===== config.mk =====
export PLATFORM = sky130hd
export DESIGN_NAME = spare_merge_cam
export DESIGN_NICKNAME = d
export VERILOG_FILES = /design/src/rtl/rcam_pkg.sv /design/src/rtl/rcam_match.sv /design/src/rtl/rcam_prio.sv /design/src/rtl/rcam_merge.sv /design/src/rtl/spare_merge_cam.sv
export SDC_FILE = /design/constraint.sdc
export NUM_CORES = 1
export LEC_CHECK = 0
export BUFFER_PORTS_ARGS = -buffer_cell sky130_fd_sc_hd__buf_2
export CORE_MARGIN = 3
export CORE_UTILIZATION = 30
export DETAILED_ROUTE_END_ITERATION = 8
export GPL_ROUTABILITY_DRIVEN = 0
export HOLD_SLACK_MARGIN = 0.12
export PLACE_DENSITY = 0.51
export SYNTH_ARGS = -nofsm -noshare
export SYNTH_HDL_FRONTEND = slang
export SYNTH_SLANG_ARGS = --single-unit

===== constraint.sdc =====
create_clock -name clk -period 5.8 [get_ports clk]
set_input_delay 0 -clock clk [delete_from_list [all_inputs] [get_ports clk]]
set_output_delay 0 -clock clk [all_outputs]
set_load 0.05 [all_outputs]

===== src/rtl/rcam_pkg.sv =====
package rcam_pkg;

   // Per-entry status bits kept alongside each stored location.
   typedef struct packed {
      logic valid;
      logic rmf;
      logic cmf;
   } rcam_flags_t;

endpackage


===== src/rtl/rcam_match.sv =====
// Parallel key compare against every stored entry.
module rcam_match #(
   parameter int DEPTH = 8,
   parameter int KEY_W = 29
) (
   input  logic [KEY_W-1:0]            key,
   input  logic [DEPTH-1:0][KEY_W-1:0] keys,
   input  logic [DEPTH-1:0]            valid,
   output logic [DEPTH-1:0]            hits
);

   for (genvar i = 0; i < DEPTH; i++) begin : g_cmp
      assign hits[i] = valid[i] && (keys[i] == key);
   end

endmodule


===== src/rtl/rcam_prio.sv =====
// Lowest-index-wins one-hot selection.
module rcam_prio #(
   parameter int DEPTH = 8
) (
   input  logic [DEPTH-1:0] req,
   output logic [DEPTH-1:0] grant,
   output logic             any
);

   always_comb begin
      grant = '0;
      for (int i = DEPTH - 1; i >= 0; i--) begin
         if (req[i]) begin
            grant    = '0;
            grant[i] = 1'b1;
         end
      end
      any = |req;
   end

endmodule


===== src/rtl/rcam_merge.sv =====
// Masked bit replacement of the array word.
module rcam_merge #(
   parameter int DATA_W = 16
) (
   input  logic              hit,
   input  logic [DATA_W-1:0] arr_word,
   input  logic [DATA_W-1:0] spare_word,
   input  logic [DATA_W-1:0] mask,
   output logic [DATA_W-1:0] merged
);

   always_comb begin
      if (hit) merged = (arr_word & ~mask) | (spare_word & mask);
      else     merged = arr_word;
   end

endmodule


===== src/rtl/spare_merge_cam.sv =====
module spare_merge_cam
   import rcam_pkg::*;
#(
   parameter int LAYER_W = 3,
   parameter int ARRAY_W = 6,
   parameter int ROW_W   = 10,
   parameter int COL_W   = 10,
   parameter int DATA_W  = 16,
   parameter int DEPTH   = 8,
   parameter int IDX_W   = (DEPTH > 1) ? $clog2(DEPTH) : 1
) (
   input  logic               clk,
   input  logic               rst_n,
   input  logic               ld_valid,
   input  logic [LAYER_W-1:0] ld_layer,
   input  logic [ARRAY_W-1:0] ld_array,
   input  logic [ROW_W-1:0]   ld_row,
   input  logic [COL_W-1:0]   ld_col,
   input  logic [LAYER_W-1:0] ld_mlayer,
   input  logic [DATA_W-1:0]  ld_mask,
   input  logic               ld_rmf,
   input  logic               ld_cmf,
   output logic               full,
   input  logic               rd_valid,
   input  logic [LAYER_W-1:0] rd_layer,
   input  logic [ARRAY_W-1:0] rd_array,
   input  logic [ROW_W-1:0]   rd_row,
   input  logic [COL_W-1:0]   rd_col,
   input  logic [DATA_W-1:0]  arr_data,
   output logic               out_valid,
   output logic               out_hit,
   output logic [DATA_W-1:0]  out_data,
   input  logic               wr_valid,
   input  logic [LAYER_W-1:0] wr_layer,
   input  logic [ARRAY_W-1:0] wr_array,
   input  logic [ROW_W-1:0]   wr_row,
   input  logic [COL_W-1:0]   wr_col,
   input  logic [DATA_W-1:0]  wr_data,
   input  logic [IDX_W-1:0]   fl_idx,
   input  logic               fl_set_rmf,
   input  logic               fl_set_cmf,
   output logic               fl_valid,
   output logic               fl_rmf,
   output logic               fl_cmf,
   output logic [LAYER_W-1:0] fl_mlayer
);

   localparam int KEY_W = LAYER_W + ARRAY_W + ROW_W + COL_W;
   localparam int CNT_W = $clog2(DEPTH + 1);

   if (DEPTH < 2) begin : g_bad_depth
      $error("spare_merge_cam: DEPTH must be at least 2");
   end
   if (DATA_W < 1) begin : g_bad_data
      $error("spare_merge_cam: DATA_W must be positive");
   end
   if ((1 << IDX_W) < DEPTH) begin : g_bad_idx
      $error("spare_merge_cam: IDX_W too narrow for DEPTH");
   end

   // Entry storage
   logic [KEY_W-1:0]   e_key   [DEPTH];
   logic [LAYER_W-1:0] e_ml    [DEPTH];
   logic [DATA_W-1:0]  e_mask  [DEPTH];
   logic [DATA_W-1:0]  e_spare [DEPTH];
   rcam_flags_t        e_flg   [DEPTH];
   logic [CNT_W-1:0]   fill_cnt;

   logic [DEPTH-1:0][KEY_W-1:0] key_vec;
   logic [DEPTH-1:0]            valid_vec;
   always_comb begin
      for (int i = 0; i < DEPTH; i++) begin
         key_vec[i]   = e_key[i];
         valid_vec[i] = e_flg[i].valid;
      end
   end

   logic [KEY_W-1:0] rd_key, wr_key;
   assign rd_key = {rd_layer, rd_array, rd_row, rd_col};
   assign wr_key = {wr_layer, wr_array, wr_row, wr_col};

   logic [DEPTH-1:0] rd_hits, wr_hits, rd_grant, wr_grant;
   logic             rd_any, wr_any;

   rcam_match #(.DEPTH(DEPTH), .KEY_W(KEY_W)) u_rd_match (
      .key(rd_key), .keys(key_vec), .valid(valid_vec), .hits(rd_hits));
   rcam_match #(.DEPTH(DEPTH), .KEY_W(KEY_W)) u_wr_match (
      .key(wr_key), .keys(key_vec), .valid(valid_vec), .hits(wr_hits));
   rcam_prio #(.DEPTH(DEPTH)) u_rd_prio (
      .req(rd_hits), .grant(rd_grant), .any(rd_any));
   rcam_prio #(.DEPTH(DEPTH)) u_wr_prio (
      .req(wr_hits), .grant(wr_grant), .any(wr_any));

   assign full = (fill_cnt == CNT_W'(DEPTH));

   // Entry update: load into next free slot, spare write, flag set.
   always_ff @(posedge clk) begin
      if (!rst_n) begin
         fill_cnt <= '0;
         for (int i = 0; i < DEPTH; i++) begin
            e_key[i]   <= '0;
            e_ml[i]    <= '0;
            e_mask[i]  <= '0;
            e_spare[i] <= '0;
            e_flg[i]   <= '0;
         end
      end else begin
         if (ld_valid && !full) fill_cnt <= fill_cnt + 1'b1;
         for (int i = 0; i < DEPTH; i++) begin
            if (ld_valid && !full && (fill_cnt == CNT_W'(i))) begin
               e_key[i]       <= {ld_layer, ld_array, ld_row, ld_col};
               e_ml[i]        <= ld_mlayer;
               e_mask[i]      <= ld_mask;
               e_spare[i]     <= '0;
               e_flg[i].valid <= 1'b1;
               e_flg[i].rmf   <= ld_rmf;
               e_flg[i].cmf   <= ld_cmf;
            end else begin
               if (wr_valid && wr_any && wr_grant[i]) e_spare[i] <= wr_data;
               if (fl_set_rmf && (fl_idx == IDX_W'(i))) e_flg[i].rmf <= 1'b1;
               if (fl_set_cmf && (fl_idx == IDX_W'(i))) e_flg[i].cmf <= 1'b1;
            end
         end
      end
   end

   // Selected spare contents for the read
   logic [DATA_W-1:0] sel_spare, sel_mask;
   always_comb begin
      sel_spare = '0;
      sel_mask  = '0;
      for (int i = 0; i < DEPTH; i++) begin
         if (rd_grant[i]) begin
            sel_spare = sel_spare | e_spare[i];
            sel_mask  = sel_mask  | e_mask[i];
         end
      end
   end

   // Lookup result registered to line up with the array word
   logic [DATA_W-1:0] q_spare, q_mask;
   always_ff @(posedge clk) begin
      if (!rst_n) begin
         out_valid <= 1'b0;
         out_hit   <= 1'b0;
         q_spare   <= '0;
         q_mask    <= '0;
      end else begin
         out_valid <= rd_valid;
         out_hit   <= rd_valid && rd_any;
         q_spare   <= sel_spare;
         q_mask    <= sel_mask;
      end
   end

   rcam_merge #(.DATA_W(DATA_W)) u_merge (
      .hit(out_hit), .arr_word(arr_data), .spare_word(q_spare),
      .mask(q_mask), .merged(out_data));

   // Flag readout
   always_comb begin
      fl_valid  = 1'b0;
      fl_rmf    = 1'b0;
      fl_cmf    = 1'b0;
      fl_mlayer = '0;
      for (int i = 0; i < DEPTH; i++) begin
         if (fl_idx == IDX_W'(i)) begin
            fl_valid  = e_flg[i].valid;
            fl_rmf    = e_flg[i].rmf;
            fl_cmf    = e_flg[i].cmf;
            fl_mlayer = e_ml[i];
         end
      end
   end

endmodule


; Yosys cells after proc, flatten, opt, wreduce, memory -nomap -nowiden
; Memories as Yosys holds them, arrays and structs flattened.
; Index checks and enable logic that the tools add are counted.
[classes]
mux = 266
add_sub_neg = 1
n_eq_ne = 31
n_reduce_logical = 56
bitwise_logic = 98
[ops]
columns = cell, n
row1 = $mux W16, 41
row2 = $eq A29 B29 Y1, 16
row3 = $or A16 B16 Y16, 15
row4 = $mux W29, 8
row5 = $mux W1, 185
row6 = $mux W8, 16
row7 = $or A1 B1 Y1, 80
row8 = $logic_and A1 B1 Y1, 51
row9 = $mux W3, 16
row10 = $and A16 B16 Y16, 2
row11 = $eq A4 B3 Y1 const B, 4
row12 = $not A16 Y16, 1
row13 = $reduce_or A8 Y1, 2
row14 = $eq A3 B3 Y1 const B, 4
row15 = $eq A4 B2 Y1 const B, 2
row16 = $eq A3 B2 Y1 const B, 2
row17 = $add A4 B1 Y4 const B, 1
row18 = $eq A4 B1 Y1 const B, 1
row19 = $eq A4 B4 Y1 const B, 1
row20 = $logic_not A4 Y1, 1
row21 = $eq A3 B1 Y1 const B, 1
row22 = $logic_not A3 Y1, 1
row23 = $logic_not A1 Y1, 1
[totals]
wordCells = 462
mem_count = 5
ramBits = 536
reg_bits = 38
out_inout_bits = 25
[mem_list]
columns = name, depth, width, read_ports, rd_clocked_by_memory_dff, write_ports, line_no
row1 = e_key, 8, 29, 8, 0, 8, spare_merge_cam.sv:62  ; logic [KEY_W-1:0] e_key [DEPTH];
row2 = e_mask, 8, 16, 8, 0, 8, spare_merge_cam.sv:64  ; logic [DATA_W-1:0] e_mask [DEPTH];
row3 = e_spare, 8, 16, 8, 0, 8, spare_merge_cam.sv:65  ; logic [DATA_W-1:0] e_spare [DEPTH];
row4 = e_flg, 8, 3, 8, 0, 8, spare_merge_cam.sv:66  ; rcam_flags_t e_flg [DEPTH];
row5 = e_ml, 8, 3, 8, 0, 8, spare_merge_cam.sv:63  ; logic [LAYER_W-1:0] e_ml [DEPTH];

; Longest topological paths before layout
; An unclocked memory read counts as a cell.
[logic_depth]
word_depth = 26
mapped_depth = 10
depth_no_buf = 7

; By module
; From an unflattened synthesis, not the netlist that was laid out.
[unflattened]
hier_cells = 2291
area_unflattened_um2 = 28320.9
[by_module_without_submodules]
columns = mod, seq_area_each_um2, cells_each, area_each_um2, instances
row1 = spare_merge_cam, 16806.1, 1551, 22180.0, 1
row2 = rcam_match, 0.0, 341, 2819.0, 2
row3 = rcam_merge, 0.0, 34, 300.3, 1
row4 = rcam_prio, 0.0, 12, 101.3, 2

; Least setup slack after synthesis
; OpenSTA, ideal clock, no wires.
[synth_timing]
kind = register -> register
from = reg fill_cnt[2]
to = mem e_spare[6][0] (netlist: e_spare[1][32]), enable pin
n_path_buf = 1
setup_ns = 0.328
arrival_time_ns = 3.858
slack_ns = 1.614
stages_incl_launch_ff = 6
period_less_slack_ns = 4.186
path_cell_list = dfxtp_1 -> clkbuf_1 -> nand2b_1 -> o21ai_1 -> nor4_2 -> or2_1
[synth_lines]
columns = element, line_no
row1 = start: declaration, spare_merge_cam.sv:67  ; logic [CNT_W-1:0] fill_cnt;
row2 = start signal: assignment, spare_merge_cam.sv:108  ; if (ld_valid && !full) fill_cnt <= fill_cnt + 1'b1;
row3 = end: declaration, spare_merge_cam.sv:65

==> results by group <==
Status
  • Status: finished clean

Setup path
  • Crit path launch type: flop
  • Critical Path RT: 6.04 ns
  • CP Class: reg2reg
  • Reg2Reg Depth: 6
  • Critical path endpoint category: flop
  • Worst Path Buf+Inv: 0
  • CP max stage delay: 0.90 ns
  • Arrival @ worst endpoint: 4.25 ns
  • Slowest CP cell: nor3_2
  • CP Max Fanout: 17
  • Cells along the critical path: xor2_1, nor4_1, nand3_1, or4_1, nor3_2, or2_2
  • Worst path depth: 6
  • Delay-heaviest family, CP: simple AND/OR/NAND/NOR gates

Synth
  • Post-synth EDFFs: 531
  • Synth Area in Adders: 0.172%
  • Multiplexer area fraction after synthesis: 3.54%
  • Yosys warns: 0
  • Async SR Flop Fraction: 0%
  • Mapped Nets: 2584
  • Syn Area/Cell: 12.0 µm²
  • Dominant synthesized flop cell: edfxtp_1
  • Post-Synth XOR/XNOR Area: 14.0%
  • Sequential-to-total area share from yosys stat: 57.6%
  • Largest family of logic cells by synthesized area: simple AND/OR/NAND/NOR gates
  • Post-Synth Simple-Gate Area: 15.7%
  • Area fraction in compound gates after synthesis: 5.25%
  • Synth Cell Area: 0.0292 mm²
  • Post-Synthesis Cells: 2430
  • Cell variety after synth: 55
  • Number of synthesized register bits: 574

Global routing
  • First-pass GRT wire length: 154000 µm
  • Largest net degree at the start of global routing: 53
  • GRT met3 Usage: 3.65%
  • GRT Max-Usage Layer: met2
  • Initial antenna violation count: 7
  • Grt total ovfl: 0
  • GRT Overall Usage: 20.9%
  • Vias in the first global route: 20.4k
  • GR Layer Usage met1: 28.1%
  • Met2 usage in global routing: 33.6%

Hold path
  • Worst hold path depth: 3
  • Worst hold path type: in2reg

STA
  • Worst Skew: 0.0365 ns
  • RSZ-0062 raised after global routing: no
  • Crit path time final: 4.01 ns
  • Hold Violations, Final: 0
  • Worst-Margin Slew: 1.15 ns
  • Final setup fails: 0
  • Slew Viols, Final: 0
  • Fin crit share: 69.2%
  • Setup ws final: 1.79 ns
  • Worst hold slack: 0.152 ns
  • Top achievable clock speed: 249 MHz
  • Relative slew slack: 22.7%
  • Setup_tns: 0 ns

Drt
  • Drt pass-1 iters: 5
  • Initial drt markers: 2095
  • Routed WL: 108000 µm
  • DRC: 0
  • Drt via density: 5.25
  • Detail Route Antenna Nets: 0
  • DR vias: 20.6k
  • Post-DR wirelength/cell: 27.6 µm

Pwr
  • Pwr Density: 300 mW/mm²
  • Pleak: 12.0 nW
  • Worst VDD drop: 0.000167 V

Placed design
  • Input/output buffers: 174
  • DP Wirelength: 72800 µm
  • Placed cell areas: 0.0312 mm²
  • Pre-CTS setup slack: 1.74 ns

Clocking
  • CTS tree: yes
  • TritonCTS Sinks: 574
  • CTS root buffer: clkbuf_16
  • Clock tree buffer depth: 3
  • Clk_lat worst skew: 0.63 ns
  • Clock-pin slew on the worst setup and hold paths: 0.06 ns
  • H-Tree Level Count: 3
  • Cts bufs inserted: 69

Floorplan
  • Initial core utilization: 30.5%
  • Core ar.: 0.0957 mm²
  • DIE AREA: 0.101 mm²
  • Die W: 318 µm
  • I/O Pins: 175
  • Die height: 318 µm
  • # rows: 113

Run
  • Maximum capacitance violations: 0

Finish
  • Most frequent cells in the layout: edfxtp_1, nor2_1, xor2_1
  • Ratio of cells with drive above 1 in the final layout: 17.8%
  • Nets: 2756
  • Fill count: 9381
  • Area delta synth->final: 16.5%
  • Post-route cell area: 0.0340 mm²
  • Multi-input logic area: 0.0114 mm²
  • Sequential standard cell area: 0.0168 mm²
  • Commonest non-fill, non-tap cell in the layout: edfxtp_1
kinds of logic after synthesis:
logic type,Yosys count
DFF,574
buffers and inverters,231
xor gates and xnor gates,467
AOI/OAI and AO/OA,152
muxes,94
adders and majority gates,4
and+or+nand+nor,908
synth_stat cells, types with 3 or more instances:
cell | n | share of area (%)
nand2b_1 | 3 | 0.064
a21oi_1 | 15 | 0.26
a221o_1 | 15 | 0.51
nor2_1 | 312 | 4.0
mux2i_1 | 39 | 1.3
buf_6 | 16 | 0.62
buf_4 | 4 | 0.10
a21o_1 | 6 | 0.15
or2_2 | 6 | 0.13
nor3_2 | 4 | 0.14
a31oi_1 | 3 | 0.064
nand3_1 | 63 | 1.1
buf_2 | 71 | 1.2
buf_1 | 5 | 0.064
a221o_2 | 17 | 0.66
a41oi_2 | 31 | 1.7
xnor2_1 | 225 | 6.8
xor2_1 | 242 | 7.3
a22oi_1 | 3 | 0.077
nor2b_1 | 6 | 0.13
o211ai_1 | 16 | 0.41
mux2_2 | 53 | 2.0
clkbuf_1 | 80 | 1.0
o211ai_2 | 17 | 0.73
nand4_1 | 104 | 2.2
dfxtp_1 | 43 | 3.0
or4_1 | 6 | 0.15
inv_1 | 54 | 0.69
edfxtp_1 | 531 | 55
o21ai_0 | 16 | 0.27
nor4_1 | 99 | 2.1
nand2_1 | 151 | 1.9
nor4_4 | 3 | 0.22
ha_1 | 4 | 0.17
a31o_2 | 6 | 0.18
nor4_2 | 3 | 0.13
and2_1 | 131 | 2.8
nor3_1 | 6 | 0.10
state kept, by name, summed over array words and instances, names as in the netlist, 4 cells and up:
name and cells:
e_spare 128, fill_cnt 4, e_key 232, e_mask 128, q_mask 16, q_spare 16, e_ml 24, e_flg 24
metal layers:
layer / share of wire [%] / up-vias
met1: 42 / 10365
met5: 0.048 / -
li1: - / 8985
met3: 8.0 / 228
met2: 46 / 1000
met4: 3.9 / 8
power breakdown:
group | total (mW) | internal (mW) | switching [mW]
registers | 4.91 | 4.76 | 0.145
logic | 1.05 | 0.328 | 0.725
clock network | 4.23 | 2.43 | 1.79
total | 10.2 | 7.52 | 2.66
worst min-delay path, cell delays in order:
cell,delay [ns]
buf_2,0.08
nand2_1,0.38
inv_1,0.19
final cells by class:
class,instances,area share (%)
Sequential cell,574,49.5
Multi-Input combinational cell,1625,33.6
Clock buffer,90,5.56
Timing Repair Buffer,277,5.35
Tap cell,1265,4.66
Clock inverter,35,0.759
Inverter,55,0.608
Antenna cell,3,0.0221
repair_timing:
action / in CTS / in global routing
buffers inserted: 0 / 0
endpoints found under the setup margin: 0 / 0
hold buffers: 65 / 0
endpoints found under the hold margin: 443 / 0
resized for setup: 0 / 0
path summary, 6_finish.rpt:
path                         to        start  slack, ns
setup / recovery  e_spare[1][6]  e_key[1][2]       1.79
hold / removal     e_key[1][94]    ld_col[7]       0.15
setup reg to reg  e_spare[1][6]  e_key[1][2]       1.79
hold reg to reg     fill_cnt[1]  fill_cnt[1]       0.51
per-stage QoR:
step / util (%) / cells / power, mW
final: 35.5 / 3924 / 10.2
after global routing: 35.5 / 3923 / 10.5
after CTS: 35.5 / 3921 / 10.2
after detailed placement: 32.6 / 3731 / 5.99
after global placement: 32.5 / 3730 / 5.99
after floorplan: - / 2430 / 5.55
No activity file was read; power rests on OpenSTA's default activity.
